`src/rtl/scl_tgen_pkg.sv`:
```
package scl_tgen_pkg;
  // Built-in extra cycles added to each programmed phase count.
  localparam int LOW_EXTRA   = 2;
  localparam int HIGH_EXTRA  = 7;
  // Largest usable phase count.
  localparam int PHASE_LIMIT = 1023;

  typedef enum logic [2:0] {
    PH_IDLE,
    PH_LEAD,
    PH_LOW,
    PH_WAIT,
    PH_HIGH,
    PH_GAP
  } phase_e;
endpackage

```
`src/rtl/scl_tgen_sync.sv`:
```
module scl_tgen_sync #(
  parameter int STAGES = 2
) (
  input  logic clk,
  input  logic rst,
  input  logic d_i,
  output logic q_o
);
  logic [STAGES-1:0] pipe;

  for (genvar i = 0; i < STAGES; i++) begin : g_stage
    if (i == 0) begin : g_first
      always_ff @(posedge clk) begin
        if (rst) pipe[0] <= 1'b0;
        else     pipe[0] <= d_i;
      end
    end else begin : g_next
      always_ff @(posedge clk) begin
        if (rst) pipe[i] <= 1'b0;
        else     pipe[i] <= pipe[i-1];
      end
    end
  end

  assign q_o = pipe[STAGES-1];
endmodule

```
`src/rtl/scl_tgen_len.sv`:
```
module scl_tgen_len #(
  parameter int FIELD_W = 16,
  parameter int LEN_W   = 17,
  parameter int EXTRA   = 0,
  parameter int LIMIT   = 0
) (
  input  logic [FIELD_W-1:0] field_i,
  output logic [LEN_W-1:0]   len_o
);
  logic [FIELD_W-1:0] floored;

  assign floored = (field_i == '0) ? FIELD_W'(1) : field_i;

  if (LIMIT > 0) begin : g_capped
    logic [FIELD_W-1:0] capped;
    assign capped = (floored > FIELD_W'(LIMIT)) ? FIELD_W'(LIMIT) : floored;
    assign len_o  = LEN_W'(capped) + LEN_W'(EXTRA);
  end else begin : g_free
    assign len_o  = LEN_W'(floored) + LEN_W'(EXTRA);
  end
endmodule

```
`src/rtl/scl_timing_gen.sv`:
```
module scl_timing_gen
  import scl_tgen_pkg::*;
#(
  parameter int SYNC_STAGES = 2,
  parameter int FIELD_W     = 16,
  parameter int REG_W       = 2 * FIELD_W,
  parameter int PHASE_MAX   = PHASE_LIMIT
) (
  input  logic             clk,
  input  logic             rst,
  input  logic [REG_W-1:0] tim_high_i,
  input  logic [REG_W-1:0] tim_low_i,
  input  logic [REG_W-1:0] tim_bus_i,
  input  logic             scl_in_i,
  input  logic             start_req_i,
  input  logic             stop_req_i,
  output logic             scl_low_o,
  output logic             tick_start_o,
  output logic             tick_drive_o,
  output logic             tick_sample_o,
  output logic             tick_bit_o,
  output logic             tick_stop_o
);
  localparam int CNT_W = FIELD_W + 1;

  logic [FIELD_W-1:0] f_hi, f_rcv, f_lo, f_xmt, f_gap, f_lead;
  logic [CNT_W-1:0]   len_low, len_high, len_lead, len_gap;
  logic [CNT_W-1:0]   cnt, cnt_d, cnt_inc;
  phase_e             st, st_d;
  logic               scl_hi;
  logic               high_last;

  assign f_hi   = tim_high_i[2*FIELD_W-1:FIELD_W];
  assign f_rcv  = tim_high_i[FIELD_W-1:0];
  assign f_lo   = tim_low_i[2*FIELD_W-1:FIELD_W];
  assign f_xmt  = tim_low_i[FIELD_W-1:0];
  assign f_gap  = tim_bus_i[2*FIELD_W-1:FIELD_W];
  assign f_lead = tim_bus_i[FIELD_W-1:0];

  scl_tgen_len #(.FIELD_W(FIELD_W), .LEN_W(CNT_W), .EXTRA(LOW_EXTRA), .LIMIT(PHASE_MAX))
    u_len_low  (.field_i(f_lo),   .len_o(len_low));
  scl_tgen_len #(.FIELD_W(FIELD_W), .LEN_W(CNT_W), .EXTRA(HIGH_EXTRA), .LIMIT(PHASE_MAX))
    u_len_high (.field_i(f_hi),   .len_o(len_high));
  scl_tgen_len #(.FIELD_W(FIELD_W), .LEN_W(CNT_W), .EXTRA(0), .LIMIT(0))
    u_len_lead (.field_i(f_lead), .len_o(len_lead));
  scl_tgen_len #(.FIELD_W(FIELD_W), .LEN_W(CNT_W), .EXTRA(0), .LIMIT(0))
    u_len_gap  (.field_i(f_gap),  .len_o(len_gap));

  scl_tgen_sync #(.STAGES(SYNC_STAGES)) u_sync (
    .clk (clk),
    .rst (rst),
    .d_i (scl_in_i),
    .q_o (scl_hi)
  );

  assign cnt_inc   = cnt + CNT_W'(1);
  assign high_last = (st == PH_HIGH) && (cnt == len_high - CNT_W'(1));

  always_comb begin
    st_d  = st;
    cnt_d = cnt;
    unique case (st)
      PH_IDLE: begin
        if (start_req_i) begin
          st_d  = PH_LEAD;
          cnt_d = '0;
        end
      end
      PH_LEAD: begin
        if (cnt == len_lead - CNT_W'(1)) begin
          st_d  = PH_LOW;
          cnt_d = '0;
        end else begin
          cnt_d = cnt_inc;
        end
      end
      PH_LOW: begin
        if (cnt == len_low - CNT_W'(1)) begin
          st_d  = PH_WAIT;
          cnt_d = '0;
        end else begin
          cnt_d = cnt_inc;
        end
      end
      PH_WAIT: begin
        if (scl_hi) begin
          st_d  = PH_HIGH;
          cnt_d = '0;
        end
      end
      PH_HIGH: begin
        if (high_last) begin
          cnt_d = '0;
          if (stop_req_i)       st_d = PH_GAP;
          else if (start_req_i) st_d = PH_LEAD;
          else                  st_d = PH_LOW;
        end else begin
          cnt_d = cnt_inc;
        end
      end
      PH_GAP: begin
        if (cnt == len_gap - CNT_W'(1)) begin
          st_d  = PH_IDLE;
          cnt_d = '0;
        end else begin
          cnt_d = cnt_inc;
        end
      end
      default: begin
        st_d  = PH_IDLE;
        cnt_d = '0;
      end
    endcase
  end

  always_ff @(posedge clk) begin
    if (rst) begin
      st            <= PH_IDLE;
      cnt           <= '0;
      scl_low_o     <= 1'b0;
      tick_start_o  <= 1'b0;
      tick_drive_o  <= 1'b0;
      tick_sample_o <= 1'b0;
      tick_bit_o    <= 1'b0;
      tick_stop_o   <= 1'b0;
    end else begin
      st            <= st_d;
      cnt           <= cnt_d;
      scl_low_o     <= (st_d == PH_LOW);
      tick_start_o  <= (st_d == PH_LEAD) && (st != PH_LEAD);
      tick_drive_o  <= (st_d == PH_LOW)  && (cnt_d == {1'b0, f_xmt});
      tick_sample_o <= (st_d == PH_HIGH) && (cnt_d == {1'b0, f_rcv});
      tick_bit_o    <= high_last;
      tick_stop_o   <= (st_d == PH_GAP) && (st != PH_GAP);
    end
  end
endmodule

```
`config.mk`:
```
export PLATFORM = sky130hd
export DESIGN_NAME = scl_timing_gen
export DESIGN_NICKNAME = d
export VERILOG_FILES = /design/src/rtl/scl_tgen_pkg.sv /design/src/rtl/scl_tgen_sync.sv /design/src/rtl/scl_tgen_len.sv /design/src/rtl/scl_timing_gen.sv
export SDC_FILE = /design/constraint.sdc
export NUM_CORES = 1
export LEC_CHECK = 0
export BUFFER_PORTS_ARGS = -buffer_cell sky130_fd_sc_hd__buf_2
export CAP_MARGIN = 30
export CELL_PAD_IN_SITES_DETAIL_PLACEMENT = 2
export CELL_PAD_IN_SITES_GLOBAL_PLACEMENT = 2
export CORE_UTILIZATION = 33
export CTS_CLUSTER_SIZE = 16
export DETAILED_ROUTE_END_ITERATION = 16
export PLACE_DENSITY = 0.94
export SYNTH_ARGS = -nofsm -noshare
export SYNTH_HDL_FRONTEND = slang
export SYNTH_SLANG_ARGS = --single-unit
```
`constraint.sdc`:
```
create_clock -name clk -period 10.9 [get_ports clk]
set_input_delay 0.545 -clock clk [delete_from_list [all_inputs] [get_ports clk]]
set_output_delay 0.545 -clock clk [all_outputs]
set_load 0.02 [all_outputs]
```
==> results of run 1 <==
==> state kept, by name, indices dropped and copies added, names as in the netlist <==
name,count
cnt,17
scl_low_o,1
st,3
tick_bit_o,1
tick_drive_o,1
tick_sample_o,1
tick_start_o,1
tick_stop_o,1
u_sync.pipe,1
u_sync.q_o,1
==> layer usage <==
metal	up-vias	track usage (%)	routed length, um
li1	2906	-	-
met4	0	19.58	1528
met5	-	0	0
met1	3250	40.80	10360
met2	345	58.24	12180
met3	117	3.644	1656
==> stage by stage <==
step | power [mW] | setup slack (ns) | util [%] | std cells
final | 0.3591 | 5.446 | 38.69 | 979
after CTS | 0.3541 | 5.561 | 38.69 | 979
after global routing | 0.3683 | 5.203 | 38.69 | 979
after global placement | 0.2273 | 5.906 | 37.96 | 975
after detailed placement | 0.2349 | 5.467 | 37.96 | 975
after floorplan | 0.1749 | 6.624 | - | 727
==> critical path, cell delays in order <==
cell and delay, ns:
buf_2 0.11, nor4_2 0.64, nand2_1 0.38, nor2_1 0.18
nand2_1 0.08, ha_1 0.32, and4b_1 0.22, o211ai_1 0.21
a21o_1 0.14, o311ai_0 0.13, nor4_1 0.66, nand2_1 0.19
a22oi_2 0.23, and3_4 0.50, o2111ai_1 0.21, o21a_1 0.17
or4_1 0.43, nor4_2 0.28
==> cell families after synthesis <==
kind of cell / after synthesis / share of synthesized area (%)
flops: 28 / 11.50
mux: 7 / 1.463
buf+inv: 78 / 6.338
compound gates: 220 / 30.61
xor+xnor: 68 / 12.21
simple gates: 321 / 36.59
fa+ha+maj: 5 / 1.283
==> how the worst min path moves through the flow <==
stage	cells after the start	slack [ns]	to	start
after floorplan	1	0.41	u_sync.q_o	u_sync.pipe[0]
after global placement	1	0.43	u_sync.q_o	u_sync.pipe[0]
after detailed placement	1	0.44	u_sync.q_o	u_sync.pipe[0]
after CTS	1	0.48	u_sync.q_o	u_sync.pipe[0]
after global routing	1	0.49	u_sync.q_o	u_sync.pipe[0]
final	1	0.48	u_sync.q_o	u_sync.pipe[0]
==> cells in the final DEF (no fill, tap or decap), types with 7 or more instances in the layout <==
cell | synthesis | final
a21oi_1 | 44 | 44
a31oi_1 | 12 | 12
and3_1 | 14 | 14
buf_2 | 4 | 106
buf_4 | 1 | 9
dfxtp_1 | 28 | 28
inv_1 | 27 | 27
nand2_1 | 59 | 59
nand2b_1 | 16 | 16
nand3_1 | 42 | 42
nand4_1 | 13 | 13
nor2_1 | 46 | 46
nor2b_1 | 14 | 14
nor3_1 | 31 | 31
nor3b_1 | 7 | 7
nor4_1 | 22 | 22
o211ai_1 | 8 | 8
o21ai_0 | 47 | 47
o221ai_1 | 9 | 9
o22ai_1 | 13 | 13
o31ai_1 | 7 | 7
or3_1 | 10 | 10
or4_1 | 16 | 16
xnor2_1 | 52 | 52
xor2_1 | 16 | 16
==> report_power, final <==
| group | leakage, nW | internal [mW] | total, mW | switching [mW] |
|---|---|---|---|---|
| Sequential | 0.227 | 0.104 | 0.106 | 0.00188 |
| Combinational | 1.68 | 0.0476 | 0.133 | 0.0858 |
| Clock | 0.0511 | 0.0736 | 0.120 | 0.0464 |
| Total | 1.95 | 0.225 | 0.359 | 0.134 |
==> layout make-up <==
type                       instances  share of cell area, %
multi-input combinational        621                  71.52
timing repair buffer             115                  10.68
sequential                        28                  10.01
tap                              184                  4.110
inverter                          27                  1.809
clock buffer                       3                  1.340
clock inverter                     1                 0.5361
==> results by group, run 1 <==
Job
  – Max_cap viols: 0

Route
  – 1st-iter DRT viols: 619
  – Routed Antenna Nets: 0
  – Final wirelength: 25730 um
  – Vias post-DR: 6618
  – TritonRoute pass-1 iters: 5
  – DRC Markers: 0
  – Routed length per instance: 26.28 um
  – DR vias/cell: 6.760

Timing
  – Worst Clk Skew: 0.006045 ns
  – Hold_ws: 0.4788 ns
  – Tightest Pin Transition: 0.9071 ns
  – Final setup viols: 0
  – Fin. Hold Viols: 0
  – Fmax: 0.1834 GHz
  – Crit share post-route: 50.03%
  – RSZ-0062 raised after global routing: no
  – Setup TNS: 0 ns
  – Max-slew headroom: 37.97%
  – Max Slew Vio Count: 0
  – Final critical path time including I/O delays and setup: 5.454 ns

Synth
  – Post-synth top cells: nand2_1 (59), xnor2_1 (52), o21ai_0 (47), nor2_1 (46), a21oi_1 (44)
  – Syn Area/Cell: 6.707 um2
  – Ys async rst share: 0%
  – Distinct cells, synth: 76
  – EDFF count, synth: 0
  – Ranking of synthesized cells by area: dfxtp_1 (11%), xnor2_1 (9.3%), o21ai_0 (4.8%)
  – Most used DFF post-synth: dfxtp_1
  – Synthesis Warnings: 0
  – Register area share after synthesis: 11.50%
  – Count leader, synth: nand2_1
  – Flops & latches, synth: 28
  – Mapped Area: 4876 um2
  – Yosys top cell area share: 11.50%
  – Synth area leader: dfxtp_1
  – Cells after synthesis: 727
  – Mapped Nets: 833

Clock network
  – Largest buffer count on any clock path: 2
  – Htree depth: 1
  – Clock sink count: 28
  – Clock slew at reported path FFs: 0.08 ns
  – Clock root cell: clkbuf_16
  – Post-cts resize count: 0
  – # hold bufs at CTS: 0
  – Setup bufs post-CTS: 0
  – Clk Latency, worst-skew pair: 0.29 ns
  – CTS tree: built
  – CTS Buf Count: 3

Floorplan
  – Core Rows: 44
  – Die span in x: 123.6 um
  – I/O pin total: 107
  – Starting Density: 33.68%
  – Die ar.: 15270 um2
  – Core area: 14480 um2
  – Vert. Die Dim: 123.6 um

Power and ir drop
  – P_leak: 1.953 nW
  – Worst vdd ir: 0.00005196 V
  – Pwr/cell area: 64.11 nW/um2

Finish
  – Layout fillers: 1772
  – N_diodes: 0
  – Final Cell Area: 5602 um2
  – Syn-to-layout area delta: 14.88%
  – Share of layout cells above drive strength 1: 16.98%
  – Multi-input logic area: 4006 um2
  – Final nets: 902
  – FF+latch area: 560.5 um2

Placement
  – Input/output buffers: 106
  – Post-DP Area: 5497 um2
  – Hpwl dp: 19160 um
  – Global placer's final weighted congestion: 0.9163

Worst setup path
  – Critical Path Source Type: input pin
  – Critical path fanouts, max: 40
  – Critical setup path kind: in -> reg
  – Crit path DAT: 5.65 ns
  – Setup crit start: tim_low_i[27]
  – RR Startpoint: cnt[2]
  – Crit. End Element: flop
  – Crit path capture: tick_sample_o
  – Worst Reg2Reg Path Length in Cells: 10
  – Worst r2r dst: tick_sample_o
  – WP data required: 11.10 ns
  – R2r setup slk: 5.82 ns

GRT
  – Vias in the first global route: 7136
  – Total global-route track usage: 33.91%
  – Initial antenna violation count: 0
  – First-pass GRT wire length: 39410 um
  – Total grt overflow: 0
  – Pin count of the biggest net entering global routing: 41

Min path
  – Hold Crit Class: reg -> reg

Outcome
  – Status: complete, no violations
(Power assumes the default switching activity.)
==> run 2: changes to the inputs <==
Settings changed: CORE_UTILIZATION 33 to 27, PLACE_DENSITY 0.94 to 0.82.
Clock period 10.9 ns to 5 ns, I/O delays scaled along.
==> run 2 against run 1 <==
- non-clock buffer count rose by 13
- setup slack got worse by 5.1 ns
- power rose by 110%
- critical path type unchanged
- largest power group unchanged
==> results by group, run 2 (synthesized netlist as in run 1, its figures left out) <==
Outcome
  – Status: complete, no violations

Floorplan
  – Die ar.: 18600 um2
  – Starting Density: 27.90%
  – Core area: 17480 um2
  – Core Rows: 48
  – Vert. Die Dim: 136.4 um
  – I/O pin total: 107
  – Die span in x: 136.4 um

Timing
  – Worst Clk Skew: 0.004482 ns
  – Setup TNS: 0 ns
  – Max Slew Vio Count: 0
  – Fmax: 0.2161 GHz
  – Tightest Pin Transition: 1.034 ns
  – RSZ-0062 raised after global routing: no
  – Final critical path time including I/O delays and setup: 4.628 ns
  – Crit share post-route: 92.55%
  – Max-slew headroom: 31.07%
  – Final setup viols: 0
  – Fin. Hold Viols: 0

Clock network
  – Setup bufs post-CTS: 0
  – # hold bufs at CTS: 0
  – Clock slew at reported path FFs: 0.07 ns
  – Post-cts resize count: 0
  – CTS tree: built
  – Htree depth: 1
  – Largest buffer count on any clock path: 2
  – Clock sink count: 28
  – Clk Latency, worst-skew pair: 0.26 ns
  – Clock root cell: clkbuf_16
  – CTS Buf Count: 3

Min path
  – Hold Crit Class: in -> reg
  – Hold Startpoint: scl_in_i
  – Worst hold path depth: 2
  – WHS Endpoint: u_sync.pipe[0]

Finish
  – Final Cell Area: 5763 um2
  – Commonest cells after routing, fill and taps aside: buf_2 (106), nand2_1 (59), xnor2_1 (52)
  – Max reg flops: 17
  – N_diodes: 0
  – Top reg by flops: cnt
  – Share of layout cells above drive strength 1: 18.32%
  – Layout fillers: 2152
  – Syn-to-layout area delta: 18.19%
  – Final nets: 915
  – Biggest regs: cnt (17), st (3)
  – Layout Cells excl Fill: 1033
  – Commonest non-fill, non-tap cell in the layout: buf_2

Placement
  – Placed cells: 1029
  – Hpwl dp: 18620 um
  – Post-DP Area: 5658 um2
  – Global placer's final weighted congestion: 0.9443
  – Input/output buffers: 106

Route
  – DR vias/cell: 6.213
  – Final wirelength: 23530 um
  – DRC Markers: 0
  – TritonRoute pass-1 iters: 5
  – Routed Antenna Nets: 0
  – Routed length per instance: 22.78 um
  – 1st-iter DRT viols: 400
  – Vias post-DR: 6418

Worst setup path
  – Crit-path max cell delay: 0.67 ns
  – Critical Path Source Type: input pin
  – Critical setup path kind: in -> reg
  – RR Startpoint: cnt[2]
  – R2r setup slk: 0.65 ns
  – Worst Reg2Reg Path Length in Cells: 12
  – WP data required: 5.18 ns
  – Worst r2r dst: tick_sample_o
  – Critical path fanouts, max: 16
  – Crit. End Element: flop
  – Worst-path cell chain: buf_2, or4_1, nor4_1, nor2_1, ha_1, xnor2_1, xnor2_1, a211o_1, a311oi_1, nand4_1, nor4_1, or2_1, and3_4, o2111ai_1, o21a_1, or4_1, nor4_2
  – Setup crit start: tim_bus_i[20]
  – Crit path DAT: 4.80 ns
  – Slowest cell on crit path: or4_1

Power and ir drop
  – Psw: 260.6 uW
  – Internal Pwr Total: 494.7 uW
  – P_leak: 2.024 nW
  – Combinational Power Share: 37.7%
  – Pwr/cell area: 131.1 nW/um2
  – Clock share of power: 32.0%
  – Flop pwr share: 30.3%
  – Net Sw Frac: 34.50%
  – Worst vdd ir: 0.0001078 V

Job
  – Max_cap viols: 0

GRT
  – First-pass GRT wire length: 37090 um
  – Initial antenna violation count: 0
  – Total grt overflow: 0
  – Total global-route track usage: 25.62%
  – Vias in the first global route: 6704
  – Pin count of the biggest net entering global routing: 26
[run 2: cell count changes in the layout (fill, tap and decap cells not counted)]
cell    before  now
buf_12       0    1
buf_4        9   21
[run 2: worst max-delay path by stage]
stage | end | slack, ns | cells after the start
final | tick_sample_o | 0.37 | 17
after global routing | tick_sample_o | 0.08 | 17
after CTS | tick_sample_o | 0.39 | 17
after detailed placement | tick_sample_o | 0.26 | 17
after global placement | tick_sample_o | 0.43 | 16
after floorplan | tick_sample_o | 1.02 | 15
[run 2: critical path: cells and delay by family]
family          cells  cell delay [ns]
fa+ha+maj           1             0.26
buf+inv             1             0.13
simple gates        9             3.08
xor+xnor            2             0.29
compound gates      4             0.79
[run 2: layout make-up]
| type | count | area, um2 | share of cell area, % |
|---|---|---|---|
| inverter | 27 | 101.3 | 1.759 |
| sequential | 28 | 560.5 | 9.726 |
| clock buffer | 3 | 75.07 | 1.303 |
| multi-input combinational | 621 | 4006 | 69.52 |
| timing repair buffer | 128 | 708.2 | 12.29 |
| tap | 225 | 281.5 | 4.885 |
| clock inverter | 1 | 30.03 | 0.5211 |
[run 2: power by group through the flow]
stage | Clock (mW) | Sequential (mW) | Combinational [mW]
3_3_place_gp | 0 | 0.234 | 0.273
2_1_floorplan | 0 | 0.234 | 0.148
4_1_cts | 0.246 | 0.229 | 0.281
5_1_grt | 0.253 | 0.229 | 0.310
3_5_place_dp | 0 | 0.234 | 0.279
6_report | 0.242 | 0.229 | 0.285
[run 2: routing by layer]
metal | vias to the layer above | global-route usage (%) | share of wire [%]
li1 | 2936 | - | -
met3 | 49 | 3.244 | 5.7
met1 | 3191 | 33.59 | 45
met4 | 0 | 9.074 | 3.4
met2 | 242 | 42.70 | 46
met5 | - | 0 | 0
[run 2: metrics by stage]
stage | hold WS [ns] | utilization, % | setup WS, ns | total power [mW]
2_1_floorplan | 0.3782 | - | 1.019 | 0.3813
4_1_cts | 0.1974 | 32.98 | 0.3891 | 0.7561
6_report | 0.1955 | 32.98 | 0.3724 | 0.7554
3_3_place_gp | 0.4371 | 32.37 | 0.4346 | 0.5069
3_5_place_dp | 0.4279 | 32.37 | 0.2571 | 0.5136
5_1_grt | 0.2032 | 32.98 | 0.08094 | 0.7922
